[config.mk]
export PLATFORM = sky130hd
export DESIGN_NAME = split_seq_tracker
export DESIGN_NICKNAME = d
export VERILOG_FILES = /design/src/rtl/sst_pkg.sv /design/src/rtl/sst_tag_pick.sv /design/src/rtl/sst_slot.sv /design/src/rtl/split_seq_tracker.sv
export SDC_FILE = /design/constraint.sdc
export NUM_CORES = 1
export LEC_CHECK = 0
export BUFFER_PORTS_ARGS = -buffer_cell sky130_fd_sc_hd__buf_2
export CORE_MARGIN = 5
export CORE_UTILIZATION = 31
export DETAILED_ROUTE_END_ITERATION = 8
export PLACE_DENSITY = 0.5
export REMOVE_ABC_BUFFERS = 1
export SYNTH_ARGS = -nofsm -noshare
export SYNTH_HDL_FRONTEND = slang
export SYNTH_SLANG_ARGS = --single-unit
[constraint.sdc]
create_clock -name clk -period 10.6 [get_ports clk]
set_clock_uncertainty 0.1 [all_clocks]
set_input_delay 2.65 -clock clk [delete_from_list [all_inputs] [get_ports clk]]
set_output_delay 2.65 -clock clk [all_outputs]
set_load 0.02 [all_outputs]
[src/rtl/sst_pkg.sv]
package sst_pkg;
    localparam int TAG_W     = 3;
    localparam int NTAG      = 1 << TAG_W;
    localparam int RID_W     = 16;
    localparam int MAX_BYTES = 4096;
    localparam int CNT_W     = $clog2(MAX_BYTES) + 1;

    typedef enum logic [1:0] {
        ST_IDLE   = 2'd0,
        ST_ISSUED = 2'd1,
        ST_AWAIT  = 2'd2
    } slot_state_e;
endpackage

[src/rtl/sst_tag_pick.sv]
module sst_tag_pick
    import sst_pkg::*;
(
    input  logic             clk,
    input  logic             rst_n,
    input  logic [NTAG-1:0]  free_vec,
    output logic [TAG_W-1:0] pick_tag,
    output logic             none_free
);
    always_comb begin
        pick_tag = '0;
        for (int i = NTAG - 1; i >= 0; i--) begin
            if (free_vec[i]) pick_tag = TAG_W'(i);
        end
        none_free = (free_vec == '0);
    end

    // the offered tag is free and no lower tag is free
    p_lowest_free_r2: assert property (@(posedge clk) disable iff (!rst_n)
        !none_free |-> (free_vec[pick_tag] &&
                        ((free_vec & ((NTAG'(1) << pick_tag) - NTAG'(1))) == '0)));
endmodule

[src/rtl/sst_slot.sv]
module sst_slot
    import sst_pkg::*;
(
    input  logic             clk,
    input  logic             rst_n,
    input  logic             alloc,
    input  logic [CNT_W-1:0] alloc_bytes,
    input  logic             rsp_hit,
    input  logic             rsp_split,
    input  logic             cpl_hit,
    input  logic [CNT_W-1:0] cpl_bytes,
    output logic             busy,
    output logic             rsp_ok,
    output logic             cpl_ok,
    output logic             fin_done,
    output logic             fin_ovr
);
    slot_state_e      st, st_nxt;
    logic [CNT_W-1:0] rem, rem_nxt;

    always_ff @(posedge clk) begin
        if (!rst_n) begin
            st  <= ST_IDLE;
            rem <= '0;
        end else begin
            st  <= st_nxt;
            rem <= rem_nxt;
        end
    end

    always_comb begin
        st_nxt   = st;
        rem_nxt  = rem;
        rsp_ok   = 1'b0;
        cpl_ok   = 1'b0;
        fin_done = 1'b0;
        fin_ovr  = 1'b0;
        unique case (st)
            ST_IDLE: begin
                if (alloc) begin
                    st_nxt  = ST_ISSUED;
                    rem_nxt = alloc_bytes;
                end
            end
            ST_ISSUED: begin
                if (rsp_hit) begin
                    rsp_ok = 1'b1;
                    st_nxt = rsp_split ? ST_AWAIT : ST_IDLE;
                end
            end
            ST_AWAIT: begin
                if (cpl_hit) begin
                    cpl_ok = 1'b1;
                    if (cpl_bytes > rem) begin
                        fin_ovr = 1'b1;
                        st_nxt  = ST_IDLE;
                        rem_nxt = '0;
                    end else if (cpl_bytes == rem) begin
                        fin_done = 1'b1;
                        st_nxt   = ST_IDLE;
                        rem_nxt  = '0;
                    end else begin
                        rem_nxt = rem - cpl_bytes;
                    end
                end
            end
            default: st_nxt = ST_IDLE;
        endcase
        busy = (st != ST_IDLE);
    end

    // a live entry always owes between 1 and the maximum byte count
    p_rem_range_r10: assert property (@(posedge clk) disable iff (!rst_n)
        (st == ST_AWAIT) |-> (rem != '0 && rem <= CNT_W'(MAX_BYTES)));
    // an entry waiting for data was split out of the issued state
    p_await_entry_r4: assert property (@(posedge clk) disable iff (!rst_n)
        $rose(st == ST_AWAIT) |-> $past(st == ST_ISSUED && rsp_hit && rsp_split));
endmodule

[src/rtl/split_seq_tracker.sv]
module split_seq_tracker
    import sst_pkg::*;
(
    input  logic             clk,
    input  logic             rst_n,
    input  logic [15:0]      local_id,
    input  logic             iss_valid,
    input  logic             iss_memwr,
    input  logic [12:0]      iss_bytes,
    output logic [2:0]       free_tag,
    output logic             tags_full,
    input  logic             rsp_valid,
    input  logic [2:0]       rsp_tag,
    input  logic             rsp_split,
    input  logic             cpl_valid,
    input  logic [15:0]      cpl_rid,
    input  logic [2:0]       cpl_tag,
    input  logic [12:0]      cpl_bytes,
    output logic             done_valid,
    output logic [2:0]       done_tag,
    output logic             err_unexp,
    output logic             err_overrun,
    output logic             err_badrsp
);
    logic [NTAG-1:0] busy_vec, rsp_ok_vec, cpl_ok_vec, done_vec, ovr_vec;
    logic            do_alloc, rid_match;
    logic [TAG_W-1:0] fin_tag;

    assign do_alloc  = iss_valid && !iss_memwr && !tags_full;
    assign rid_match = (cpl_rid == local_id);

    sst_tag_pick u_pick (
        .clk       (clk),
        .rst_n     (rst_n),
        .free_vec  (~busy_vec),
        .pick_tag  (free_tag),
        .none_free (tags_full)
    );

    for (genvar g = 0; g < NTAG; g++) begin : g_slot
        sst_slot u_slot (
            .clk         (clk),
            .rst_n       (rst_n),
            .alloc       (do_alloc && (free_tag == TAG_W'(g))),
            .alloc_bytes (iss_bytes),
            .rsp_hit     (rsp_valid && (rsp_tag == TAG_W'(g))),
            .rsp_split   (rsp_split),
            .cpl_hit     (cpl_valid && rid_match && (cpl_tag == TAG_W'(g))),
            .cpl_bytes   (cpl_bytes),
            .busy        (busy_vec[g]),
            .rsp_ok      (rsp_ok_vec[g]),
            .cpl_ok      (cpl_ok_vec[g]),
            .fin_done    (done_vec[g]),
            .fin_ovr     (ovr_vec[g])
        );
    end

    always_comb begin
        fin_tag = '0;
        for (int i = 0; i < NTAG; i++) begin
            if (done_vec[i]) fin_tag = TAG_W'(i);
        end
    end

    always_ff @(posedge clk) begin
        if (!rst_n) begin
            done_valid  <= 1'b0;
            done_tag    <= '0;
            err_unexp   <= 1'b0;
            err_overrun <= 1'b0;
            err_badrsp  <= 1'b0;
        end else begin
            done_valid  <= |done_vec;
            done_tag    <= fin_tag;
            err_unexp   <= cpl_valid && (cpl_ok_vec == '0);
            err_overrun <= |ovr_vec;
            err_badrsp  <= rsp_valid && (rsp_ok_vec == '0);
        end
    end

    // a memory write alone leaves every slot as it was
    p_memwr_noentry_r3: assert property (@(posedge clk) disable iff (!rst_n)
        (iss_valid && iss_memwr && !rsp_valid && !cpl_valid) |=> (busy_vec == $past(busy_vec)));
    // with no tag free, an issue alone changes nothing
    p_full_ignored_r2: assert property (@(posedge clk) disable iff (!rst_n)
        (tags_full && iss_valid && !rsp_valid && !cpl_valid) |=> $stable(busy_vec));
    // the reported tag is already free when done is seen
    p_done_frees_r5: assert property (@(posedge clk) disable iff (!rst_n)
        done_valid |-> !busy_vec[done_tag]);
    // an overrun retirement never reports done
    p_ovr_no_done_r7: assert property (@(posedge clk) disable iff (!rst_n)
        !(done_valid && err_overrun));
    // a rejected completion cannot coincide with a retirement
    p_unexp_excl_r8: assert property (@(posedge clk) disable iff (!rst_n)
        err_unexp |-> !(done_valid || err_overrun));
endmodule

Word level (Yosys, flattened, before mapping). Index checks and enable logic that the tools add are counted. Widths: inputs -> output; s select.

Add/subtract/negate cells: 8. $lt $le $gt $ge: 8. Eq/ne operators: 78. Multiplexer cells: 192. Bitwise operators: 1. Reduce and logical (&&, ||, !) cells: 79.

Operators by type and width (number): $mux 13 (32); $pmux 13 s2 (8); $eq 13x13->1 (8); $gt 13x13->1 (8); $sub 13x13->13 (8); $mux 1 (89); $mux 2 (41); $ne 2x1->1 const B (24); $pmux 2 s3 (8); $mux 3 (14); $eq 3x3->1 const B (12); $reduce_and 4->1 (8); $reduce_bool 2->1 (16); $logic_and 1x1->1 (29); $logic_not 8->1 (3); $ne 3x1->1 const B (8); $reduce_and 3->1 (8); $eq 3x2->1 const B (6); $eq 16x16->1 (1); $eq 2x1->1 const B (8); $eq 2x2->1 const B (8); $logic_not 2->1 (8); $reduce_or 8->1 (2); $eq 3x1->1 const B (3); other kinds (3) (6).

Flip-flop bits (word level): 127. Input bits: 71. Output and inout bits: 11. Word-level logic and storage cells: 387.

Depth between registers and ports, before layout.
Depth after elaboration: 14. Depth in mapped cells: 11. Mapped depth without buffers: 11.

Hierarchy. A second synthesis with hierarchy kept.

Cells, all modules: 1679. Area total of the unflattened synthesis: 12523.3 um^2.

By module, submodules not included: sst_slot (g_slot[2].u_slot ...) (times used 4, cells an instance 195, area an instance 1455.1 um^2); sst_slot (g_slot[0].u_slot ...) (times used 2, cells an instance 196, area an instance 1482.7 um^2); sst_slot (g_slot[6].u_slot ...) (times used 2, cells an instance 198, area an instance 1465.2 um^2); split_seq_tracker (times used 1, cells an instance 97, area an instance 720.7 um^2); sst_tag_pick (times used 1, cells an instance 14, area an instance 86.3 um^2).

Worst setup path after synthesis. Ideal clock, no wire load.

Path type: input to register. Start point: input cpl_bytes[1]. End point: register done_valid. Library setup time: 0.125 ns. Arrival time: 5.062 ns. Required time: 10.375 ns. Path slack: 5.313 ns. Stages on the path: 9. Buffers on the path: 0. Path through: inv_1 > ha_1 > nor2b_1 > o2111ai_1 > a31o_1 > o31ai_1 > and3b_1 > or4_1 > o41a_1.

Cells in the longest elaborated chain, start to end: 6. Elaborated cells on any way between the ends: 49. Those cells by class: order compare (8); eq/ne (8); mux (32); reduce/logical (1).

Ends and longest elaborated chain: from (decl) (line split_seq_tracker.sv:18) `input logic [12:0] cpl_bytes,`; parallel branches: the longest is 5 deep, another holds $gt 13x13->1; $reduce_or 8->1 * (line split_seq_tracker.sv:73) `done_valid <= |done_vec;`; to (signal assigned) (line split_seq_tracker.sv:73); to (decl) (line split_seq_tracker.sv:19) `output logic done_valid,`.

Mark *: on every way between the ends. A chain may end at the register's enable or synchronous reset.

Worst setup path after layout.
Start point: input cpl_bytes[1]. End point: register g_slot[7].u_slot.rem[11].

Cells in the longest elaborated chain, start to end: 5. Elaborated cells on any way between the ends: 7. Those cells by class: add/sub (1); order compare (1); eq/ne (1); mux (4).

Ends and longest elaborated chain: $sub 13x13->13 or $eq 13x13->1 (tied branches) (line sst_slot.sv:63, sst_slot.sv:58); $mux 13 (line sst_slot.sv:58) `end else if (cpl_bytes == rem) begin`; $mux 13 * (line sst_slot.sv:54) `if (cpl_bytes > rem) begin`; $mux 13 * (line sst_slot.sv:52) `if (cpl_hit) begin`; $pmux 13 s2 * (line sst_slot.sv:38) `unique case (st)`; to (signal assigned) (line sst_slot.sv:27) `rem <= rem_nxt;`; to (decl) (line sst_slot.sv:19) `logic [CNT_W-1:0] rem, rem_nxt;`.

Mark *: on every way between the ends. The rest lies on a longest branch, timed or not. The select of a mux whose other input is x is not followed.

==> results_dict.tcl <==
set metrics [dict create \
    status "finished clean" \
    synth_warnings 0 \
    crit_required_ns 10.87 \
    fin_ws_ns 4.95 \
    cts_setup_buffers 0 \
    startpoint_type "input pin" \
    nets 1667 \
    tns_ns 0 \
    r2r-start "g_slot[7].u_slot.rem[1]" \
    critPathCaptureType "register" \
    port_buffers 81 \
    cts_resized 0 \
    p_per_area_nw_per_um2 107 \
    endpoint "g_slot[7].u_slot.rem[11]" \
    hold_violations 0 \
    hold_class "register to register" \
    hpwlAfterDp_mm 28.8 \
    start_util_pct 31.4 \
    dr.first_iter.drc_count 956 \
    reg2regPathDepth 8 \
    cts_num_sinks 127 \
    ir_drop_mv 0.118 \
    synth.most_common_cell "a21oi_1" \
    grtUsageTotal_pct 20.3 \
    dieHeight_um 200 \
    ff2ff_setup_slack_ns 7.45 \
    ys_seq_elements 127 \
    yosys.area.top_type "dfxtp_1" \
    synth_edf_count 0 \
    ctsHoldBuffers 0 \
    cts.clk_slew.worst_paths_ns 0.06 \
    max_freq_mhz 177 \
    first_global_vias 10700 \
    worstSetupPathType "input pin to register" \
    final_layout_size_suffix_gt1_share_pct 10.5 \
    synth_top_area_share_pct 22.7 \
    setup-violations-final 0 \
    vias 11300 \
    finalCritPeriodShare_pct 53.3 \
    diodes 0 \
    grt_overflow 0 \
    grt_pass1_wl_mm 62.1 \
    area_growth_pct 12.5 \
    clockBufferDepth 2 \
    synth.avg_cell_area_um2 7.76 \
    cts-root-buf "clkbuf_16" \
    r2r_end "g_slot[7].u_slot.rem[11]" \
    core_area_um2 35600 \
    first_pass_iters 5 \
    worstMarginPinSlew_ns 1.03 \
    crit_fanout 13 \
    slew_headroom_pct 30.9 \
    p_leak_nw 5.22 \
    die_w_um 200 \
    hold_ws_ns 0.400 \
    p_total_mw 1.35 \
    cts_htree_levels 4 \
    synthDistinctLibCells 85 \
    drt-vias-per-instance 5.78 \
    drt_wl_total_mm 41.2 \
    grt_max_degree 55 \
    routedWlPerCell_um 21.0 \
    clock_latency_ns 0.44 \
    ios 82 \
    num_rows 69 \
    cp.arrival_ns 5.92 \
    cap_violations 0 \
    cts_buffers 17 \
    fillCellCount 3735 \
    synth_common_cells "139 x a21oi_1, 127 x dfxtp_1, 105 x o21ai_0" \
    pre_cts_ws_ns 4.55 \
    antenna_left 0 \
    drv_slew 0 \
    ys.flop_type "dfxtp_1" \
    period_needed_ns 5.65 \
    dieArea_um2 40000 \
    rsz0062_at_grt "no" \
    antenna_found_initial 4 \
    cts_tree "built" \
    drc 0 \
    synthCells 1441 \
    place.gp.congestion 0.886 \
    ys_seq_area_share_pct 22.7 \
    ys_async_sr_fraction_pct 0 \
    synth_area_leaders "dfxtp_1 23%, ha_1 12%, a21oi_1 6.2%" \
    netlist_area_um2 11200 \
    cp-startpoint "cpl_bytes[1]" \
]
-- area by class of cell --
type,count,area (µm²),share of cell area [%]
sequential,127,2540,20.2
inverter,73,274,2.18
clock buffer,21,470,3.74
timing repair buffer,97,526,4.18
tap,461,577,4.58
multi-input combinational,1168,8060,64.0
clock inverter,11,138,1.09
-- report_power, final --
part	total [mW]	leakage, nW	switching (mW)	internal, mW
logic	0.239	3.90	0.150	0.0897
registers	0.488	1.03	0.00410	0.484
clock network	0.626	0.295	0.240	0.386
-- layout by cell type, fill, tap and decap left out, types with 13 or more instances in the layout --
cell type	count
ha_1	104
xnor2_1	60
dfxtp_1	127
buf_4	16
clkbuf_16	17
xor2_1	13
buf_2	81
nand2_1	90
nand3_1	42
a21o_1	33
nor2_1	90
inv_1	72
o21a_1	16
nor2b_1	22
a21oi_1	139
a31oi_1	32
a22oi_1	56
nand4_1	25
o21ai_0	105
a211oi_1	26
nor3_1	41
nand2b_1	28
-- worst max-delay path, stage by stage --
cell and delay, ns:
buf_2 0.16, inv_1 0.20, buf_4 0.26, ha_1 0.31, nor2b_1 0.18, o2111ai_1 0.15, a31o_1 0.28, o31ai_1 0.48
nor3b_2 0.88, o31ai_1 0.16, a31oi_1 0.20
-- state kept, by name (all words and copies together) (netlist names) --
| register | count |
|---|---|
| done_tag | 3 |
| done_valid | 1 |
| err_badrsp | 1 |
| err_overrun | 1 |
| err_unexp | 1 |
| g_slot.u_slot.rem | 104 |
| g_slot.u_slot.st | 16 |
-- layer usage --
layer	vias to the layer above	part of all wire, %	track usage [%]
met5	-	0.051	0
met4	4	2.1	5.21
met3	46	5.9	3.56
met2	348	44	31.4
met1	5371	48	29.3
li1	5547	-	-
-- per-stage QoR --
stage / instances / area [µm²] / util (%)
after floorplan: 1368 / 10900 / -
after global placement: 1926 / 12000 / 33.7
after detailed placement: 1926 / 12000 / 33.7
after CTS: 1958 / 12600 / 35.4
after global routing: 1958 / 12600 / 35.4
final: 1958 / 12600 / 35.4
-- kinds of logic (layout without fill, tap and decap cells) --
kind of cell / Yosys count / after routing / share of synthesized area, %
compound gates: 551 / 551 / 32.5
simple gates: 423 / 423 / 19.9
buf+inv: 146 / 202 / 5.20
flops: 127 / 127 / 22.7
fa+ha+maj: 112 / 112 / 13.1
xor+xnor: 73 / 73 / 5.72
mux: 9 / 9 / 0.839
-- worst min-delay path by stage --
stage | start | to | slack, ns | cells after the start
6_report | g_slot[0].u_slot.rem[8] | g_slot[0].u_slot.rem[8] | 0.40 | 2
5_1_grt | g_slot[4].u_slot.rem[0] | g_slot[4].u_slot.rem[0] | 0.43 | 2
4_1_cts | g_slot[4].u_slot.rem[0] | g_slot[4].u_slot.rem[0] | 0.39 | 2
3_5_place_dp | g_slot[4].u_slot.rem[0] | g_slot[4].u_slot.rem[0] | 0.38 | 2
3_3_place_gp | g_slot[4].u_slot.rem[0] | g_slot[4].u_slot.rem[0] | 0.38 | 2
2_1_floorplan | g_slot[4].u_slot.rem[0] | g_slot[4].u_slot.rem[0] | 0.36 | 2
No activity file was read; power rests on OpenSTA's default activity.
